<file path="src/rtl/pft_pkg.sv">
package pft_pkg;
  localparam int WORD_W  = 16;
  localparam int SIZE_W  = 2;
  localparam int FC_W    = 3;
  localparam int NSTAGE  = 2;   // index 0 = stage B, index 1 = stage C
  localparam int FAULT_LSB = 14;  // fault bits at 14 (B) and 15 (C)
  localparam int RERUN_LSB = 12;  // rerun bits at 12 (B) and 13 (C)
  localparam int DF_BIT  = 8;
  localparam int RMW_BIT = 7;
  localparam int RW_BIT  = 6;
  localparam int SIZE_LSB = 4;
  localparam logic [1:0] PROG_SPACE = 2'b10;

  typedef enum logic [1:0] {
    SEQ_IDLE = 2'd0,
    SEQ_C    = 2'd1,
    SEQ_B    = 2'd2
  } seq_e;
endpackage

</file>
<file path="src/rtl/pft_stage_flags.sv">
module pft_stage_flags (
  input  logic clk,
  input  logic rst_n,
  input  logic fill_done,
  input  logic fill_berr,
  input  logic consume,
  input  logic load_en,
  input  logic load_fault,
  input  logic load_rerun,
  input  logic need,
  input  logic rr_ok,
  input  logic rr_err,
  output logic fault_q,
  output logic rerun_q,
  output logic issue,
  output logic fault_evt
);
  logic fault_d, rerun_d, flag_en;

  // stage restarts when anything marks it bad and it is wanted or faulted
  assign issue = (load_fault | load_rerun) & (load_fault | need);

  always_comb begin
    fault_d   = fault_q;
    rerun_d   = rerun_q;
    fault_evt = 1'b0;
    if (load_en) begin
      fault_d = load_fault;
      rerun_d = issue;
    end else if (rr_ok) begin
      fault_d = 1'b0;
      rerun_d = 1'b0;
    end else if (rr_err) begin
      rerun_d = 1'b1;
    end else if (fill_done) begin
      if (fill_berr) begin
        rerun_d = 1'b1;
      end else begin
        fault_d = 1'b0;
        rerun_d = 1'b0;
      end
    end else if (consume && rerun_q) begin
      fault_d   = 1'b1;
      fault_evt = 1'b1;
    end
  end

  assign flag_en = load_en | rr_ok | rr_err | fill_done | (consume & rerun_q);

  always_ff @(posedge clk or negedge rst_n) begin
    if (!rst_n) begin
      fault_q <= 1'b0;
      rerun_q <= 1'b0;
    end else if (flag_en) begin
      fault_q <= fault_d;
      rerun_q <= rerun_d;
    end
  end
endmodule

</file>
<file path="src/rtl/pft_data_capture.sv">
module pft_data_capture
  import pft_pkg::*;
(
  input  logic              clk,
  input  logic              rst_n,
  input  logic              dat_done,
  input  logic              dat_berr,
  input  logic              dat_rw,
  input  logic              dat_rmw,
  input  logic [SIZE_W-1:0] dat_size,
  input  logic [FC_W-1:0]   dat_fc,
  input  logic              load_en,
  input  logic [WORD_W-1:0] load_word,
  output logic              df_q,
  output logic              rw_q,
  output logic              rmw_q,
  output logic [SIZE_W-1:0] size_q,
  output logic [FC_W-1:0]   fc_q,
  output logic              err_evt
);
  logic              df_d, rw_d, rmw_d, cap_en;
  logic [SIZE_W-1:0] size_d;
  logic [FC_W-1:0]   fc_d;

  assign err_evt = dat_done & dat_berr & ~load_en;
  assign cap_en  = load_en | err_evt;

  always_comb begin
    if (load_en) begin
      df_d   = load_word[DF_BIT];
      rmw_d  = load_word[RMW_BIT];
      rw_d   = load_word[RW_BIT];
      size_d = load_word[SIZE_LSB +: SIZE_W];
      fc_d   = load_word[FC_W-1:0];
    end else begin
      df_d   = 1'b1;
      rmw_d  = dat_rmw;
      rw_d   = dat_rw;
      size_d = dat_size;
      fc_d   = dat_fc;
    end
  end

  always_ff @(posedge clk or negedge rst_n) begin
    if (!rst_n) begin
      df_q   <= 1'b0;
      rw_q   <= 1'b0;
      rmw_q  <= 1'b0;
      size_q <= '0;
      fc_q   <= '0;
    end else if (cap_en) begin
      df_q   <= df_d;
      rw_q   <= rw_d;
      rmw_q  <= rmw_d;
      size_q <= size_d;
      fc_q   <= fc_d;
    end
  end
endmodule

</file>
<file path="src/rtl/pft_rerun_seq.sv">
module pft_rerun_seq
  import pft_pkg::*;
(
  input  logic            clk,
  input  logic            rst_n,
  input  logic            rte_valid,
  input  logic            issue_c,
  input  logic            issue_b,
  input  logic            sup_in,
  input  logic            rr_ack,
  input  logic            rr_berr,
  output logic            accept,
  output logic            rr_req,
  output logic            rr_stage_c,
  output logic [FC_W-1:0] rr_fc,
  output logic [NSTAGE-1:0] ok_stage,
  output logic [NSTAGE-1:0] err_stage,
  output logic            err_evt
);
  seq_e state_q, state_d;
  logic pend_b_q, pend_b_d, sup_q, sup_d, ack_ok, ack_err;

  assign accept     = rte_valid & (state_q == SEQ_IDLE);
  assign rr_req     = (state_q != SEQ_IDLE);
  assign rr_stage_c = (state_q == SEQ_C);
  assign rr_fc      = {sup_q, PROG_SPACE};
  assign ack_ok     = rr_req & rr_ack & ~rr_berr;
  assign ack_err    = rr_req & rr_ack & rr_berr;
  assign err_evt    = ack_err;
  assign ok_stage   = {ack_ok & rr_stage_c, ack_ok & ~rr_stage_c};
  assign err_stage  = {ack_err & rr_stage_c, ack_err & ~rr_stage_c};

  always_comb begin
    state_d  = state_q;
    pend_b_d = pend_b_q;
    sup_d    = sup_q;
    unique case (state_q)
      SEQ_IDLE: if (rte_valid) begin
        sup_d    = sup_in;
        pend_b_d = issue_b;
        if (issue_c)      state_d = SEQ_C;
        else if (issue_b) state_d = SEQ_B;
      end
      SEQ_C: if (rr_ack) begin
        if (!rr_berr && pend_b_q) state_d = SEQ_B;
        else                      state_d = SEQ_IDLE;
        pend_b_d = 1'b0;
      end
      SEQ_B: if (rr_ack) state_d = SEQ_IDLE;
      default: state_d = SEQ_IDLE;
    endcase
  end

  always_ff @(posedge clk or negedge rst_n) begin
    if (!rst_n) begin
      state_q  <= SEQ_IDLE;
      pend_b_q <= 1'b0;
      sup_q    <= 1'b0;
    end else begin
      state_q  <= state_d;
      pend_b_q <= pend_b_d;
      sup_q    <= sup_d;
    end
  end
endmodule

</file>
<file path="src/rtl/pf_fault_tracker.sv">
module pf_fault_tracker
  import pft_pkg::*;
#(
  parameter int SR_W    = 16,
  parameter int SUP_BIT = 13
) (
  input  logic              clk,
  input  logic              rst_n,
  input  logic              fill_done_i,
  input  logic              fill_stage_c_i,
  input  logic              fill_berr_i,
  input  logic              use_b_i,
  input  logic              use_c_i,
  input  logic              dat_done_i,
  input  logic              dat_berr_i,
  input  logic              dat_rw_i,
  input  logic              dat_rmw_i,
  input  logic [1:0]        dat_size_i,
  input  logic [2:0]        dat_fc_i,
  input  logic              exc_take_i,
  output logic              exc_req_o,
  output logic [15:0]       cap_word_o,
  input  logic              rte_valid_i,
  input  logic [15:0]       rte_word_i,
  input  logic [SR_W-1:0]   rte_sr_i,
  input  logic              need_b_i,
  input  logic              need_c_i,
  output logic              rr_req_o,
  output logic              rr_stage_c_o,
  output logic [2:0]        rr_fc_o,
  input  logic              rr_ack_i,
  input  logic              rr_berr_i
);
  logic [NSTAGE-1:0] fault_q, rerun_q, issue, fault_evt, ok_stage, err_stage;
  logic [NSTAGE-1:0] need_v, use_v, fill_v;
  logic              accept, seq_err, dat_err;
  logic              df_q, rw_q, rmw_q;
  logic [SIZE_W-1:0] size_q;
  logic [FC_W-1:0]   fc_q;
  logic [WORD_W-1:0] live_word;
  logic              exc_d;

  assign need_v = {need_c_i, need_b_i};
  assign use_v  = {use_c_i, use_b_i};
  assign fill_v = {fill_done_i & fill_stage_c_i, fill_done_i & ~fill_stage_c_i};

  for (genvar s = 0; s < NSTAGE; s++) begin : g_stage
    pft_stage_flags u_flags (
      .clk        (clk),
      .rst_n      (rst_n),
      .fill_done  (fill_v[s]),
      .fill_berr  (fill_berr_i),
      .consume    (use_v[s]),
      .load_en    (accept),
      .load_fault (rte_word_i[FAULT_LSB+s]),
      .load_rerun (rte_word_i[RERUN_LSB+s]),
      .need       (need_v[s]),
      .rr_ok      (ok_stage[s]),
      .rr_err     (err_stage[s]),
      .fault_q    (fault_q[s]),
      .rerun_q    (rerun_q[s]),
      .issue      (issue[s]),
      .fault_evt  (fault_evt[s])
    );
  end

  pft_data_capture u_data (
    .clk       (clk),
    .rst_n     (rst_n),
    .dat_done  (dat_done_i),
    .dat_berr  (dat_berr_i),
    .dat_rw    (dat_rw_i),
    .dat_rmw   (dat_rmw_i),
    .dat_size  (dat_size_i),
    .dat_fc    (dat_fc_i),
    .load_en   (accept),
    .load_word (rte_word_i),
    .df_q      (df_q),
    .rw_q      (rw_q),
    .rmw_q     (rmw_q),
    .size_q    (size_q),
    .fc_q      (fc_q),
    .err_evt   (dat_err)
  );

  pft_rerun_seq u_seq (
    .clk        (clk),
    .rst_n      (rst_n),
    .rte_valid  (rte_valid_i),
    .issue_c    (issue[1]),
    .issue_b    (issue[0]),
    .sup_in     (rte_sr_i[SUP_BIT]),
    .rr_ack     (rr_ack_i),
    .rr_berr    (rr_berr_i),
    .accept     (accept),
    .rr_req     (rr_req_o),
    .rr_stage_c (rr_stage_c_o),
    .rr_fc      (rr_fc_o),
    .ok_stage   (ok_stage),
    .err_stage  (err_stage),
    .err_evt    (seq_err)
  );

  always_comb begin
    live_word = '0;
    for (int s = 0; s < NSTAGE; s++) begin
      live_word[FAULT_LSB+s] = fault_q[s];
      live_word[RERUN_LSB+s] = rerun_q[s];
    end
    live_word[DF_BIT]  = df_q;
    live_word[RMW_BIT] = rmw_q;
    live_word[RW_BIT]  = rw_q;
    live_word[SIZE_LSB +: SIZE_W] = size_q;
    live_word[FC_W-1:0] = fc_q;
  end

  assign exc_d = (|fault_evt) | dat_err | seq_err;

  always_ff @(posedge clk or negedge rst_n) begin
    if (!rst_n) begin
      exc_req_o <= 1'b0;
    end else begin
      exc_req_o <= exc_d;
    end
  end

  always_ff @(posedge clk or negedge rst_n) begin
    if (!rst_n) begin
      cap_word_o <= '0;
    end else if (exc_take_i) begin
      cap_word_o <= live_word;
    end
  end
endmodule

</file>
<file path="config.mk">
export PLATFORM = sky130hd
export DESIGN_NAME = pf_fault_tracker
export DESIGN_NICKNAME = d
export VERILOG_FILES = /design/src/rtl/pft_pkg.sv /design/src/rtl/pft_stage_flags.sv /design/src/rtl/pft_data_capture.sv /design/src/rtl/pft_rerun_seq.sv /design/src/rtl/pf_fault_tracker.sv
export SDC_FILE = /design/constraint.sdc
export NUM_CORES = 1
export LEC_CHECK = 0
export ABC_CLOCK_PERIOD_IN_PS = 1400
export CAP_MARGIN = 20
export CORE_MARGIN = 2
export CORE_UTILIZATION = 34
export DETAILED_ROUTE_END_ITERATION = 10
export PLACE_DENSITY = 0.81
export SETUP_SLACK_MARGIN = 0.15
export SLEW_MARGIN = 40
export SYNTH_ARGS = -nofsm -noshare
export SYNTH_HDL_FRONTEND = slang
export SYNTH_SLANG_ARGS = --single-unit
</file>
<file path="constraint.sdc">
create_clock -name clk -period 1.4 [get_ports clk]
set_input_delay 0.28 -clock clk [delete_from_list [all_inputs] [get_ports clk]]
set_output_delay 0.28 -clock clk [all_outputs]
set_load 0.02 [all_outputs]
</file>
# Yosys cells after proc, flatten, opt, wreduce, memory -nomap -nowiden
# Index checks and enable logic that the tools add are counted.
[word_totals]
register_bits = 29
in_bits = 54
out_inout_bits = 22
elab_cells = 123
[classes]
n_eq_ne = 10
n_mux = 45
bitwise = 35
n_reduce_logical = 19
[op_table]
columns = ["op", "n"]
rows = [
  ["$mux W1", 35],
  ["$and A1 B1 Y1", 16],
  ["$reduce_bool A4 Y1", 4],
  ["$or A1 B1 Y1", 15],
  ["$mux W2", 7],
  ["$reduce_and A4 Y1", 3],
  ["$ne A4 B4 Y1 const B", 2],
  ["$ne A2 B2 Y1 const B", 3],
  ["$ne A3 B2 Y1 const B", 2],
  ["$pmux W2 S3", 1],
  ["$reduce_and A2 Y1", 3],
  ["$not A1 Y1", 4],
  ["$reduce_bool A2 Y1", 2],
  ["$logic_and A1 B1 Y1", 3],
  ["$mux W3", 1],
  ["$ne A3 B1 Y1 const B", 1],
  ["$reduce_and A3 Y1", 1],
  ["$eq A2 B1 Y1 const B", 1],
  ["$eq A2 B2 Y1 const B", 1],
  ["$logic_not A2 Y1", 1],
  ["$pmux W1 S2", 1],
  ["$reduce_or A2 Y1", 1],
  ["$logic_not A1 Y1", 1],
]

# Longest topological paths before layout
[logic_depth]
ltp_word = 10
depth_mapped = 4
mapped_depth_nobuf = 4

# Hierarchy
# From an unflattened synthesis, not the netlist that was laid out.
[hier_totals]
hier_cells = 142
area_unflattened_um2 = 1502.7
[modules_own_cells]
columns = ["mod", "n_inst", "cells_per_inst", "area_each_um2", "seq_area_each_um2"]
rows = [
  ["pf_fault_tracker", 1, 34, 525.5, 325.3],
  ["pft_data_capture", 1, 46, 459.2, 200.2],
  ["pft_rerun_seq", 1, 34, 290.3, 100.1],
  ["pft_stage_flags", 2, 14, 113.9, 50.0],
]

# Worst setup path after synthesis
# No wires, ideal clock.
[synth_path]
kind = "flip-flop to flip-flop"
startpoint = "register u_seq.state_q[1]"
endpoint = "register g_stage[1].u_flags.fault_q"
setup_ns = 0.125
t_arrival_ns = 1.304
required_ns = 1.275
path_slack_ns = -0.029
path_stages_with_launch = 5
path_buffers = 0
period_less_slack_ns = 1.429
cell_sequence = "dfrtp_1 > nor3b_4 > nor2_1 > a32o_1 > mux2_4"
[synth_via]
elab_chain_cells = 9
word_cells_on_any_way = 19
classes_between = "eq/ne (3); mux (2); bitwise (10); reduce/logical (4)"
[synth_lines]
columns = ["element", "line", "source"]
rows = [
  ["from (decl)", "pft_rerun_seq.sv:20", "seq_e state_q, state_d;"],
  ["from (signal assigned)", "pft_rerun_seq.sv:60", "state_q <= state_d;"],
  ["$reduce_bool A2 Y1", "pft_rerun_seq.sv:24", "assign rr_req = (state_q != SEQ_IDLE);"],
  ["$and A1 B1 Y1", "pft_rerun_seq.sv:27, pft_rerun_seq.sv:28", ""],
  ["$and A1 B1 Y1", "pft_rerun_seq.sv:27", "assign ack_ok = rr_req & rr_ack & ~rr_berr;"],
  ["$and A1 B1 Y1", "pft_rerun_seq.sv:30", "assign ok_stage = {ack_ok & rr_stage_c, ack_ok & ~rr_stage_c};"],
  ["$or A1 B1 Y1 (4 in a row)", "pft_stage_flags.sv:48", "assign flag_en = load_en | rr_ok | rr_err | fill_done | (consume & rerun_q);"],
  ["$reduce_and A4 Y1 (no line)", "-", ""],
  ["to (signal assigned)", "pft_stage_flags.sv:55", "fault_q <= fault_d;"],
  ["to (decl)", "pft_stage_flags.sv:13", "output logic fault_q,"],
]
# Parallel ways exist; a longest one is shown, timed or not.
# A chain may end at the register's enable or synchronous reset.

# Worst setup path in the final report
[layout_path]
startpoint = "register u_seq.state_q[0]"
endpoint = "register g_stage[1].u_flags.fault_q"
# The elaborated chain is that of the path after synthesis.

==> report_table.html <==
<table>
<tr><th>Metric</th><th>Value</th></tr>
<tr><th colspan="2">Logic synthesis</th></tr>
<tr><td>Most area-consuming cells after synthesis</td><td>sky130_fd_sc_hd__dfrtp_1 (53%), sky130_fd_sc_hd__mux2_2 (11%), sky130_fd_sc_hd__mux2i_1 (5.8%)</td></tr>
<tr><td>Fraction of the mapped netlist area in compound gates</td><td>a little under an eighth</td></tr>
<tr><td>Portion of the post-synthesis area used by sequential elements</td><td>52.68%</td></tr>
<tr><td>Count of flip-flops with a built-in enable after synthesis</td><td>0</td></tr>
<tr><td>Total of warnings raised by yosys</td><td>0</td></tr>
<tr><td>Largest family of logic cells by synthesized area</td><td>multiplexers</td></tr>
<tr><td>Share of synthesized area spent on multiplexers</td><td>17.53%</td></tr>
<tr><td>Xor/xnor cell area share of the yosys netlist</td><td>0%</td></tr>
<tr><td>Post-synth top flop</td><td>sky130_fd_sc_hd__dfrtp_1</td></tr>
<tr><td>Mean area per synthesized cell</td><td>between 10 and 15 um^2</td></tr>
<tr><td>Library cells used by synthesis</td><td>30</td></tr>
<tr><td>Top cell type's share of synthesized area</td><td>52.68%</td></tr>
<tr><td>Adder and majority gate portion of the synthesized area</td><td>0%</td></tr>
<tr><td>Library cell occupying the most area in the post-synthesis netlist</td><td>sky130_fd_sc_hd__dfrtp_1</td></tr>
<tr><td>Count of mapped cells out of synthesis</td><td>124</td></tr>
<tr><td>Cell area after technology mapping</td><td>1378 um^2</td></tr>
<tr><td>Fraction of the mapped netlist area in simple logic gates</td><td>12.17%</td></tr>
<tr><td>Synth Register Bits</td><td>29</td></tr>
<tr><td>Library cell with the highest instance count after synthesis</td><td>sky130_fd_sc_hd__dfrtp_1</td></tr>
<tr><td>Top cells by instance count after synthesis</td><td>sky130_fd_sc_hd__dfrtp_1 (29), sky130_fd_sc_hd__nand2_1 (19), sky130_fd_sc_hd__mux2_2 (13), sky130_fd_sc_hd__o21ai_0 (10), sky130_fd_sc_hd__mux2i_1 (8)</td></tr>
<tr><td>Share of synthesized flip-flops with an asynchronous set or reset</td><td>100.0%</td></tr>
<tr><th colspan="2">Final layout</th></tr>
<tr><td>Fill cells</td><td>362</td></tr>
<tr><td>Growth of design area from synthesis to finish</td><td>55.77%</td></tr>
<tr><td>Number of diodes</td><td>0</td></tr>
<tr><td>Area taken by multi-input logic gates</td><td>approximately 600 um^2</td></tr>
<tr><td>Fraction of layout cells with a size suffix above 1</td><td>30.81%</td></tr>
<tr><td>Net count reported at finish</td><td>252</td></tr>
<tr><td>Final core utilization</td><td>54.43%</td></tr>
<tr><td>Final std cells w/o fill</td><td>248</td></tr>
<tr><td>Reg area</td><td>~730 um^2</td></tr>
<tr><th colspan="2">Die</th></tr>
<tr><td>Core Rows</td><td>23</td></tr>
<tr><td>Effective utilization at floorplan</td><td>34.94%</td></tr>
<tr><td>DIE WIDTH</td><td>67.65 um</td></tr>
<tr><td>Core Region</td><td>3943 um^2</td></tr>
<tr><td>DIE AREA</td><td>4577 um^2</td></tr>
<tr><td>I/O pin total</td><td>76</td></tr>
<tr><td>Die boundary height</td><td>67.65 um</td></tr>
<tr><th colspan="2">CTS</th></tr>
<tr><td>Clock transition at the register clock pins on the worst setup and hold paths after CTS</td><td>roughly 0.06 ns</td></tr>
<tr><td>Root cell of the clock tree</td><td>sky130_fd_sc_hd__clkbuf_8</td></tr>
<tr><td>Hold-fix buffers at CTS</td><td>0</td></tr>
<tr><td>Number of sinks on the clock net</td><td>29</td></tr>
<tr><td>Number of CTS-inserted buffers</td><td>5</td></tr>
<tr><td>Clock insertion delay at the later pin of the skew report</td><td>0.28 ns</td></tr>
<tr><td>Buffer levels on the longest clock path</td><td>2</td></tr>
<tr><td>H-tree levels</td><td>2</td></tr>
<tr><td>TritonCTS clock tree</td><td>built</td></tr>
<tr><th colspan="2">Detailed routing</th></tr>
<tr><td>Detailed-routing iteration count for the pre-antenna-repair pass</td><td>4</td></tr>
<tr><td>Final routed DRC violation total</td><td>0</td></tr>
<tr><td>Detailed Route WL</td><td>3155 um</td></tr>
<tr><td>Vias</td><td>approximately 1200</td></tr>
<tr><td>Detail Route Antenna Nets</td><td>0</td></tr>
<tr><td>Detail-routed net length per standard cell</td><td>~13 um</td></tr>
<tr><td>Via density per instance</td><td>4.827</td></tr>
<tr><td>Initial DRC count</td><td>33</td></tr>
<tr><th colspan="2">Worst setup path</th></tr>
<tr><td>Sort of element at the end of the critical path</td><td>flop</td></tr>
<tr><td>Data required time of the critical path</td><td>between 1.5 and 2 ns</td></tr>
<tr><td>Kind of start point of the critical path</td><td>flop</td></tr>
<tr><td>Critical-path maximum fanout</td><td>4</td></tr>
<tr><td>Arrival time at the worst endpoint</td><td>1.68 ns</td></tr>
<tr><td>Crit Path Category</td><td>reg2reg</td></tr>
<tr><th colspan="2">Placement</th></tr>
<tr><td>Final HPWL from detailed placement</td><td>2371 um</td></tr>
<tr><td>Buffers on Ports</td><td>50</td></tr>
<tr><td>Placed insts</td><td>237</td></tr>
<tr><td>Gp weighted congestion</td><td>between 0.8 and 0.9</td></tr>
<tr><th colspan="2">Power</th></tr>
<tr><td>Clock Power Share</td><td>20.3%</td></tr>
<tr><td>Combinational cell fraction of total power</td><td>between 30% and 40%</td></tr>
<tr><td>Power per unit of standard cell area</td><td>1522 nW/um^2</td></tr>
<tr><td>Part of the power in registers</td><td>40.1%</td></tr>
<tr><td>Internal Power</td><td>approximately 2.2 mW</td></tr>
<tr><td>Largest vdd supply drop</td><td>0.7892 mV</td></tr>
<tr><td>Leakage</td><td>around 1.0 nW</td></tr>
<tr><td>Switching component of the power</td><td>approximately 1.1 mW</td></tr>
<tr><td>Net switching fraction of the power</td><td>32.71%</td></tr>
<tr><td>Total design power</td><td>between 3 and 4 mW</td></tr>
<tr><th colspan="2">Run</th></tr>
<tr><td>Number of maximum-capacitance constraint violations</td><td>0</td></tr>
<tr><th colspan="2">Outcome</th></tr>
<tr><td>Violations in the final reports</td><td>setup timing</td></tr>
<tr><td>Run status</td><td>complete, but fails checks</td></tr>
<tr><th colspan="2">Global routing</th></tr>
<tr><td>Antenna violations before repair</td><td>0</td></tr>
<tr><td>Via count of the first global-routing pass</td><td>approximately 1200</td></tr>
<tr><td>Pin count of the biggest net entering global routing</td><td>30</td></tr>
<tr><td>Final global-route overflow total</td><td>0</td></tr>
<tr><td>GRT Util Overall</td><td>15.70%</td></tr>
<tr><td>First-pass GRT wire length</td><td>5216 um</td></tr>
<tr><th colspan="2">Hold path</th></tr>
<tr><td>Hold Path Class</td><td>in2async</td></tr>
<tr><th colspan="2">Timing</th></tr>
<tr><td>Pins over their slew limit</td><td>0</td></tr>
<tr><td>Shortest clock period the worst path allows after layout</td><td>1.515 ns</td></tr>
<tr><td>Number of hold violations in the final report</td><td>0</td></tr>
<tr><td>Post-Route Skew</td><td>0.009998 ns</td></tr>
<tr><td>Count of endpoints failing setup in the final report</td><td>4</td></tr>
<tr><td>Final setup slack of the worst path</td><td>-0.1150 ns</td></tr>
<tr><td>Post-route worst hold slack</td><td>0.3692 ns</td></tr>
<tr><td>Unrepaired setup endpoints after global routing</td><td>yes</td></tr>
<tr><td>Fin crit share</td><td>108.2%</td></tr>
<tr><td>Fmax achieved</td><td>660.1 MHz</td></tr>
</table>
[cell type report]
type,instances,area share (%)
clock buffer,7,4.023
inverter,2,0.3499
multi-input combinational,87,27.99
sequential,29,33.88
tap,50,2.915
timing repair buffer,73,30.85
[power groups by stage]
stage                     Sequential, mW  Combinational, mW  Clock [mW]
final                               1.31               1.29       0.665
after global routing                1.36               1.40       0.746
after CTS                           1.31               1.30       0.697
after detailed placement            1.33               1.35           0
after global placement              1.31               1.32           0
after floorplan                     1.48              0.524           0
[timing repair]
item	4_1_cts	5_1_grt
setup buffers	2	2
setup endpoints to repair	30	31
pin swaps	2	3
resized for setup	35	20
[cell usage in the layout (no fill, tap or decap), types with 2 or more instances in the layout]
master / n
sky130_fd_sc_hd__o21ai_0: 8
sky130_fd_sc_hd__mux2i_1: 8
sky130_fd_sc_hd__clkdlybuf4s50_1: 34
sky130_fd_sc_hd__conb_1: 6
sky130_fd_sc_hd__inv_1: 2
sky130_fd_sc_hd__mux2_2: 13
sky130_fd_sc_hd__dfrtp_1: 28
sky130_fd_sc_hd__nor2_1: 4
sky130_fd_sc_hd__nand2_1: 19
sky130_fd_sc_hd__o21ai_1: 2
sky130_fd_sc_hd__a21oi_1: 7
sky130_fd_sc_hd__buf_6: 6
sky130_fd_sc_hd__clkdlybuf4s15_1: 5
sky130_fd_sc_hd__clkbuf_2: 9
sky130_fd_sc_hd__a21o_1: 2
sky130_fd_sc_hd__buf_4: 17
sky130_fd_sc_hd__clkbuf_8: 6
[worst max-delay path, stage by stage, from the launching register on]
cell	delay (ns)
sky130_fd_sc_hd__dfrtp_1	0.42
sky130_fd_sc_hd__buf_6	0.14
sky130_fd_sc_hd__and3b_1	0.19
sky130_fd_sc_hd__buf_4	0.14
sky130_fd_sc_hd__a32o_1	0.21
sky130_fd_sc_hd__mux2_4	0.30
[sequential cells by signal, indices dropped and copies added, names as in the netlist]
name                     cells
u_data.rw_q                  1
u_seq.state_q                2
u_data.df_q                  1
cap_word_o                  12
u_data.rmw_q                 1
u_data.fc_q                  3
exc_req_o                    1
u_data.size_q                2
u_seq.pend_b_q               1
g_stage.u_flags.rerun_q      2
g_stage.u_flags.fault_q      2
u_seq.sup_q                  1
[metrics by stage]
stage	setup slack (ns)	cell area, um^2	TNS (ns)
after detailed placement	-0.3983	2048	-2.711
after CTS	-0.1011	2158	-0.2263
after floorplan	-0.01415	1394	-0.01415
after global routing	-0.1576	2146	-0.4678
final	-0.1150	2146	-0.2707
after global placement	-0.3686	2048	-2.186
[routing by layer]
| layer | GRT usage, % | routed length (um) | vias to the layer above |
|---|---|---|---|
| li1 | - | - | 573 |
| met1 | 18.59 | 1277 | 560 |
| met2 | 26.59 | 1554 | 57 |
| met3 | 4.167 | 283 | 7 |
| met4 | 6.888 | 40 | 0 |
| met5 | 0 | 0 | - |
[cell families after synthesis]
logic type,count (synthesis)
compound gates,26
simple gates,33
other cells,2
buf+inv,12
flops,29
mux,22
[worst paths after layout]
kind	from	endpoint	slack, ns	depth (start not counted)
worst max-delay path	u_seq.state_q[0]$_DFFE_PN0P_	g_stage[1].u_flags.fault_q$_DFFE_PN0P_	-0.11	5
worst min-delay path	rst_n	cap_word_o[12]$_DFFE_PN0P_	0.37	2
worst max register to register	u_seq.state_q[0]$_DFFE_PN0P_	g_stage[1].u_flags.fault_q$_DFFE_PN0P_	-0.11	5
worst min register to register	u_seq.sup_q$_DFFE_PN0P_	u_seq.sup_q$_DFFE_PN0P_	0.48	2
max in group asynchronous	rst_n	u_seq.state_q[1]$_DFFE_PN0P_	0.86	2
min in group clk	u_seq.sup_q$_DFFE_PN0P_	u_seq.sup_q$_DFFE_PN0P_	0.48	2
No activity file was read; power rests on OpenSTA's default activity.
